`src/rtl/wdt_pkg.sv`:
```
package wdt_pkg;
  typedef enum logic {
    RESP_IRQ   = 1'b0,
    RESP_RESET = 1'b1
  } wdt_resp_e;

  typedef struct packed {
    wdt_resp_e resp;
    logic      run;
  } wdt_ctrl_t;

  localparam int CTRL_W = $bits(wdt_ctrl_t);

  typedef struct packed {
    logic ctrl_wr;
    logic limit_wr;
    logic cnt_clr;
    logic cause_w1c;
  } wdt_wr_t;
endpackage

```
`src/rtl/wdt_regs.sv`:
```
module wdt_regs
  import wdt_pkg::*;
#(
  parameter int AW = 8,
  parameter int DW = 32,
  parameter int CW = 16,
  parameter logic [AW-1:0] OFS_CTRL  = 8'h00,
  parameter logic [AW-1:0] OFS_LIMIT = 8'h04,
  parameter logic [AW-1:0] OFS_COUNT = 8'h08,
  parameter logic [AW-1:0] OFS_CLEAR = 8'h0C,
  parameter logic [AW-1:0] OFS_CAUSE = 8'h10
) (
  input  logic          clk,
  input  logic          rst_n,
  input  logic [AW-1:0] addr,
  input  logic          wr_en,
  input  logic [DW-1:0] wdata,
  input  logic [CW-1:0] count,
  input  logic          cause,
  output wdt_ctrl_t     ctrl,
  output logic [CW-1:0] limit,
  output wdt_wr_t       wr,
  output logic [DW-1:0] rd_data
);
  localparam logic [CW-1:0] LIMIT_RST = {CW{1'b1}};

  always_comb begin
    wr.ctrl_wr   = wr_en && (addr == OFS_CTRL);
    wr.limit_wr  = wr_en && (addr == OFS_LIMIT);
    wr.cnt_clr   = wr_en && (addr == OFS_CLEAR) && wdata[0];
    wr.cause_w1c = wr_en && (addr == OFS_CAUSE) && wdata[0];
  end

  always_ff @(posedge clk or negedge rst_n) begin
    if (!rst_n) begin
      ctrl  <= '0;
      limit <= LIMIT_RST;
    end else begin
      if (wr.ctrl_wr)  ctrl  <= wdt_ctrl_t'(wdata[CTRL_W-1:0]);
      if (wr.limit_wr) limit <= wdata[CW-1:0];
    end
  end

  always_comb begin
    rd_data = '0;
    case (addr)
      OFS_CTRL:  rd_data = {{(DW-CTRL_W){1'b0}}, ctrl};
      OFS_LIMIT: rd_data = {{(DW-CW){1'b0}}, limit};
      OFS_COUNT: rd_data = {{(DW-CW){1'b0}}, count};
      OFS_CAUSE: rd_data = {{(DW-1){1'b0}}, cause};
      default:   rd_data = '0;
    endcase
  end
endmodule

```
`src/rtl/wdt_counter.sv`:
```
module wdt_counter #(
  parameter int CW = 16
) (
  input  logic          clk,
  input  logic          rst_n,
  input  logic          tick_en,
  input  logic          run,
  input  logic          clr,
  input  logic [CW-1:0] limit,
  output logic [CW-1:0] count,
  output logic          hit
);
  logic at_limit;

  assign at_limit = (count == limit);
  assign hit      = run && at_limit;

  always_ff @(posedge clk or negedge rst_n) begin
    if (!rst_n) begin
      count <= '0;
    end else if (clr) begin
      count <= '0;
    end else if (run && tick_en && !at_limit) begin
      count <= count + 1'b1;
    end
  end
endmodule

```
`src/rtl/wdt_response.sv`:
```
module wdt_response
  import wdt_pkg::*;
(
  input  logic      clk,
  input  logic      rst_n,
  input  logic      hit,
  input  wdt_resp_e resp,
  output logic      irq,
  output logic      rst_req,
  output logic      fire
);
  logic hit_seen_q;

  assign irq  = hit && (resp == RESP_IRQ);
  assign fire = hit && !hit_seen_q && (resp == RESP_RESET);

  always_ff @(posedge clk or negedge rst_n) begin
    if (!rst_n) begin
      hit_seen_q <= 1'b0;
      rst_req    <= 1'b0;
    end else begin
      hit_seen_q <= hit;
      rst_req    <= fire;
    end
  end
endmodule

```
`src/rtl/wdt_cause.sv`:
```
module wdt_cause (
  input  logic clk,
  input  logic por_n,
  input  logic set,
  input  logic clr,
  output logic cause
);
  always_ff @(posedge clk or negedge por_n) begin
    if (!por_n)   cause <= 1'b0;
    else if (set) cause <= 1'b1;
    else if (clr) cause <= 1'b0;
  end
endmodule

```
`src/rtl/wdt_match_top.sv`:
```
module wdt_match_top
  import wdt_pkg::*;
#(
  parameter int AW = 8,
  parameter int DW = 32,
  parameter int CW = 16
) (
  input  logic          clk,
  input  logic          por_n,
  input  logic          rst_n,
  input  logic          tick_en,
  input  logic [AW-1:0] addr,
  input  logic          wr_en,
  input  logic [DW-1:0] wdata,
  output logic [DW-1:0] rd_data,
  output logic          irq,
  output logic          rst_req
);
  logic          sys_rst_n;
  wdt_ctrl_t     ctrl;
  wdt_wr_t       wr;
  logic [CW-1:0] limit;
  logic [CW-1:0] count;
  logic          hit;
  logic          fire;
  logic          cause;
  logic          run_w;

  assign sys_rst_n = rst_n && por_n;
  assign run_w     = ctrl.run;

  wdt_regs #(.AW(AW), .DW(DW), .CW(CW)) regs_i (
    .clk(clk), .rst_n(sys_rst_n), .addr(addr), .wr_en(wr_en), .wdata(wdata),
    .count(count), .cause(cause), .ctrl(ctrl), .limit(limit), .wr(wr),
    .rd_data(rd_data)
  );

  wdt_counter #(.CW(CW)) cnt_i (
    .clk(clk), .rst_n(sys_rst_n), .tick_en(tick_en), .run(run_w),
    .clr(wr.cnt_clr), .limit(limit), .count(count), .hit(hit)
  );

  wdt_response resp_i (
    .clk(clk), .rst_n(sys_rst_n), .hit(hit), .resp(ctrl.resp),
    .irq(irq), .rst_req(rst_req), .fire(fire)
  );

  wdt_cause cause_i (
    .clk(clk), .por_n(por_n), .set(fire), .clr(wr.cause_w1c), .cause(cause)
  );
endmodule

```
`config.mk`:
```
export PLATFORM = sky130hd
export DESIGN_NAME = wdt_match_top
export DESIGN_NICKNAME = d
export VERILOG_FILES = /design/src/rtl/wdt_pkg.sv /design/src/rtl/wdt_regs.sv /design/src/rtl/wdt_counter.sv /design/src/rtl/wdt_response.sv /design/src/rtl/wdt_cause.sv /design/src/rtl/wdt_match_top.sv
export SDC_FILE = /design/constraint.sdc
export NUM_CORES = 1
export LEC_CHECK = 0
export ABC_AREA = 1
export CAP_MARGIN = 20
export CORE_MARGIN = 2
export CORE_UTILIZATION = 47
export CTS_BUF_LIST = sky130_fd_sc_hd__clkbuf_4
export CTS_CLUSTER_DIAMETER = 150
export DETAILED_ROUTE_END_ITERATION = 6
export PLACE_DENSITY = 0.78
export SYNTH_ARGS = -nofsm -noshare
export SYNTH_HDL_FRONTEND = slang
export SYNTH_SLANG_ARGS = --single-unit
```
`constraint.sdc`:
```
create_clock -name clk -period 2.8 [get_ports clk]
set_input_delay 0.84 -clock clk [delete_from_list [all_inputs] [get_ports clk]]
set_output_delay 0.84 -clock clk [all_outputs]
set_load 0.01 [all_outputs]
```
* Word-level counts from Yosys, hierarchy flattened
Index checks and enable logic that the tools add are counted.
** Word-level totals
- Bits in registers :: 37
- Input bits :: 45
- Output and inout port bits :: 34
** Cells by class
- Add/sub/neg operators :: 1
- Equality and inequality tests :: 5
- Muxes and demuxes :: 5
- Bitwise operators :: 1
- Reductions and logical operators :: 18
** Operator list (count)
- case mux 16 bit (4 select lines) :: 1
- two-way mux 16 bit :: 2
- adder 16 x 1 -> 16 bit (second input constant) :: 1
- == test 16 bit :: 1
- == test 8 x 4 -> 1 bit (second input constant) :: 2
- logical AND 1 bit :: 13
- == test 8 x 3 -> 1 bit (second input constant) :: 1
- == test 8 x 5 -> 1 bit (second input constant) :: 1
- zero test 8 bit :: 1
- nonzero test 2 bit :: 2
- zero test 1 bit :: 2
- two-way mux 1 bit :: 2
- NOT 1 bit :: 1

* Depth between registers and ports, before layout
- Depth in word-level cells :: 5
- Gate-level depth with buffers :: 12
- Depth with buffers taken out :: 10

* By module
Synthesis repeated with hierarchy kept, for this count alone.
** Unflattened totals
- Cell total of the unflattened synthesis :: 442
- Area total of the unflattened synthesis :: 2815.2 um^2
** By module, submodules not included
- wdt_counter :: instances 1, cells an instance 248, area an instance 1451.4 um^2
- wdt_regs :: instances 1, cells an instance 181, area an instance 1248.7 um^2
- wdt_response :: instances 1, cells an instance 6, area an instance 67.6 um^2
- wdt_cause :: instances 1, cells an instance 5, area an instance 40.0 um^2
- wdt_match_top :: instances 1, cells an instance 2, area an instance 7.5 um^2

* Worst setup path after synthesis
No wires, ideal clock.
- Kind :: in2out
- Start point :: in addr[7]
- End point :: out rd_data[10]
- Arrival time :: 1784 ps
- Data required time :: 1960 ps
- Path slack :: 176 ps
- Stages :: 6
- Path through :: nor2_1 > nand2_1 > inv_1 > nand4_1 > clkbuf_1 > o22ai_1
** On the way
- Word-level cells in the longest chain between the ends :: 2
- Elaborated cells on any way between the ends :: 5
** Ends and longest elaborated chain
- start: declaration :: RTL line wdt_match_top.sv:12 : input logic [AW-1:0] addr,
- == test 8 x 5 -> 1 bit (tied with other cells) :: RTL line wdt_regs.sv:46 : case (addr)
- case mux 16 bit (4 select lines) * :: RTL line wdt_regs.sv:46
- end: declaration :: RTL line wdt_match_top.sv:15 : output logic [DW-1:0] rd_data,
Every way passes the cells marked *; elsewhere a longest branch is shown, timed or not.

* Worst setup path in the final report
- Start point :: in addr[7]
- End point :: out rd_data[1]
The elaborated chain is that of the path after synthesis.

==> flow_summary.json <==
{
  "overflow": 0,
  "holdWs_ns": 0.487,
  "ir_worst_vdd_uv": 192,
  "fillers": 487,
  "skew_ns": 0.0180,
  "use_met1_pct": 32.8,
  "power_w": 0.00107,
  "synth-warning-count": 0,
  "register_area_um2": 948,
  "leakage_nw": 1.78,
  "grt_first_pass_wirelength_mm": 11.5,
  "drt-total-wl_mm": 6.86,
  "area_growth_pct": 27.4,
  "finalMaxSlewViolations": 0,
  "cts_tree": "done",
  "avgSynthCellArea_um2": 6.71,
  "fin_tns_setup_ns": 0,
  "endpoint_kind": "primary output",
  "cts.sinks": 37,
  "worst_slack_ns": 0.0364,
  "clk_pin_slew_ns": 0.11,
  "wl_per_cell_um": 13.1,
  "finalHoldViolations": 0,
  "nets": 499,
  "die_w_um": 78.0,
  "muxShareOfSynthArea_pct": 0,
  "die-area_mm2": 0.00609,
  "clk_latency_ns": 0.35,
  "cts_buffer_depth": 2,
  "grtUsageMet2_pct": 39.5,
  "grt_use_met3_pct": 3.33,
  "io_buffer_count": 46,
  "synth_simple_gate_area_share_pct": 36.7,
  "worstPathMaxFanout": 8,
  "busiest_layer": "met2",
  "die_h_um": 78.0,
  "synth-compound-area-share_pct": 7.58,
  "layout_commonest_cell": "nand2_1",
  "synth-seq-area-share_pct": 36.7,
  "drt-initial-drc-count": 222,
  "crit_type": "in2out",
  "synth.distinct_cells": 26,
  "cts-root-buf": "clkbuf_4",
  "dpl_cell_area_mm2": 0.00317,
  "postSynthCellCount": 384,
  "diodes": 0,
  "rsz0062_at_grt": "yes",
  "maxCapViolations": 0,
  "worstHoldPathType": "reg2reg",
  "worstPathRequired_ns": 1.96,
  "design_area_mm2": 0.00328,
  "grtUsageTotal_pct": 24.0,
  "syn_area_mm2": 0.00257,
  "cts_inserted_buffers": 5,
  "via_per_inst": 5.06,
  "max_freq_mhz": 362,
  "p_per_area_mw_per_mm2": 326,
  "critPathArrivalTime_ns": 1.92,
  "multi_input_area_mm2": 0.00137,
  "drt-pass1-iter-count": 5,
  "drc_errors": 0,
  "fin_crit_sh_pct": 98.7,
  "core_mm2": 0.00520,
  "dp_slack_ns": -0.768,
  "first_global_vias": 2483,
  "r2r_cells": 10,
  "post-route-min-period_ns": 2.76,
  "row_count": 26,
  "crit_path_start_kind": "primary input",
  "hpwl_mm": 4.80,
  "cts_max_level": 2,
  "synthXorXnorAreaFrac_pct": 2.72,
  "hold_depth": 2,
  "dr_total_vias": 2652,
  "grt_antenna_before_repair": 0,
  "num_io_pins": 79,
  "mostFrequentLayoutCells": "nand2_1 (110), inv_1 (46), nor2_1 (44)",
  "place_congestion": 0.920,
  "status": "completed",
  "antenna_left": 0,
  "synth_seq_cells": 37,
  "grt_max_degree": 37,
  "setup_viol": 0,
  "synth_adder_area_share_pct": 0.486,
  "start_util_pct": 49.5,
  "drive_gt1_share_pct": 23.3,
  "synth_top_family_by_area": "simple AND/OR/NAND/NOR gates"
}
==> per-stage QoR <==
step / instances / utilization (%)
finish: 524 / 63.0
global route: 524 / 63.0
CTS: 522 / 61.9
detailed placement: 508 / 60.9
global placement: 508 / 60.9
floorplan: 399 / -
==> synthesized netlist by cell type, drive strengths merged <==
library cell	count	area [um^2]
buf	25	176
inv	54	203
nand4	26	169
ha	1	12.5
nor2	50	198
xor2	8	70.1
dfrtp	21	526
nand2	113	439
o22ai	13	81.3
a21oi	13	65.1
nand3	27	135
nor3	1	5.00
o21ai	8	40.0
clkinv	1	3.75
dfstp	16	420
clkbuf	5	18.8
conb	1	3.75
o221ai	1	8.76
==> registers in the layout, summed over array words and instances, names as in the netlist <==
name,cells
regs_i.ctrl,2
resp_i.rst_req,1
cnt_i.count,16
resp_i.hit_seen_q,1
cause_i.cause,1
regs_i.limit,16
==> layer usage <==
layer,share of wire [%],vias to the layer above
li1,-,1332
met1,44,1215
met2,50,95
met3,4.9,10
met4,1.7,0
met5,0,-
==> worst max-delay path, stage by stage <==
cell      delay [ns]
buf_2           0.11
nor2_4          0.08
nand2_2         0.07
inv_2           0.06
nand4_1         0.19
buf_6           0.22
o221ai_2        0.17
buf_2           0.17
==> final cells by class <==
| cell class | instances | share of cell area, % |
|---|---|---|
| Tap cell | 70 | 2.67 |
| Multi-Input combinational cell | 277 | 41.6 |
| Inverter | 55 | 6.29 |
| Clock inverter | 1 | 0.114 |
| Sequential cell | 37 | 28.9 |
| Timing Repair Buffer | 77 | 18.8 |
| Clock buffer | 7 | 1.60 |
==> cells by family (layout without fill, tap and decap cells) <==
family / after synthesis / in the layout
simple gates: 217 / 217
flops: 37 / 37
other cells: 1 / 16
fa+ha+maj: 1 / 1
compound gates: 35 / 35
xor+xnor: 8 / 8
buf+inv: 85 / 140
==> power by group <==
| part | leakage (nW) | total [W] | internal, W | switching, W |
|---|---|---|---|---|
| Clock | 0.0338 | 0.000299 | 0.000116 | 0.000183 |
| Combinational | 1.30 | 0.000181 | 0.0000806 | 0.000101 |
| Sequential | 0.447 | 0.000589 | 0.000566 | 0.0000227 |
| Total | 1.78 | 0.00107 | 0.000763 | 0.000306 |
==> timing repair <==
action,CTS,global route
endpoints found under the setup margin,17,17
pin swaps,8,10
hold buffers,0,0
cloned,1,0
endpoints found under the hold margin,0,0
gates resized for setup,99,25
buffers inserted,5,2
==> final timing paths <==
path / start / endpoint / slack, ns
worst max-delay path: addr[7] / rd_data[1] / 0.04
max in group asynchronous: por_n / regs_i.limit[2] / 1.38
worst min-delay path: regs_i.limit[14] / regs_i.limit[14] / 0.49
worst min register to register: regs_i.limit[14] / regs_i.limit[14] / 0.49
worst max register to register: regs_i.limit[13] / cnt_i.count[2] / 1.04
min in group asynchronous: por_n / cause_i.cause / 0.65
Power figures use the tool's default switching activity.
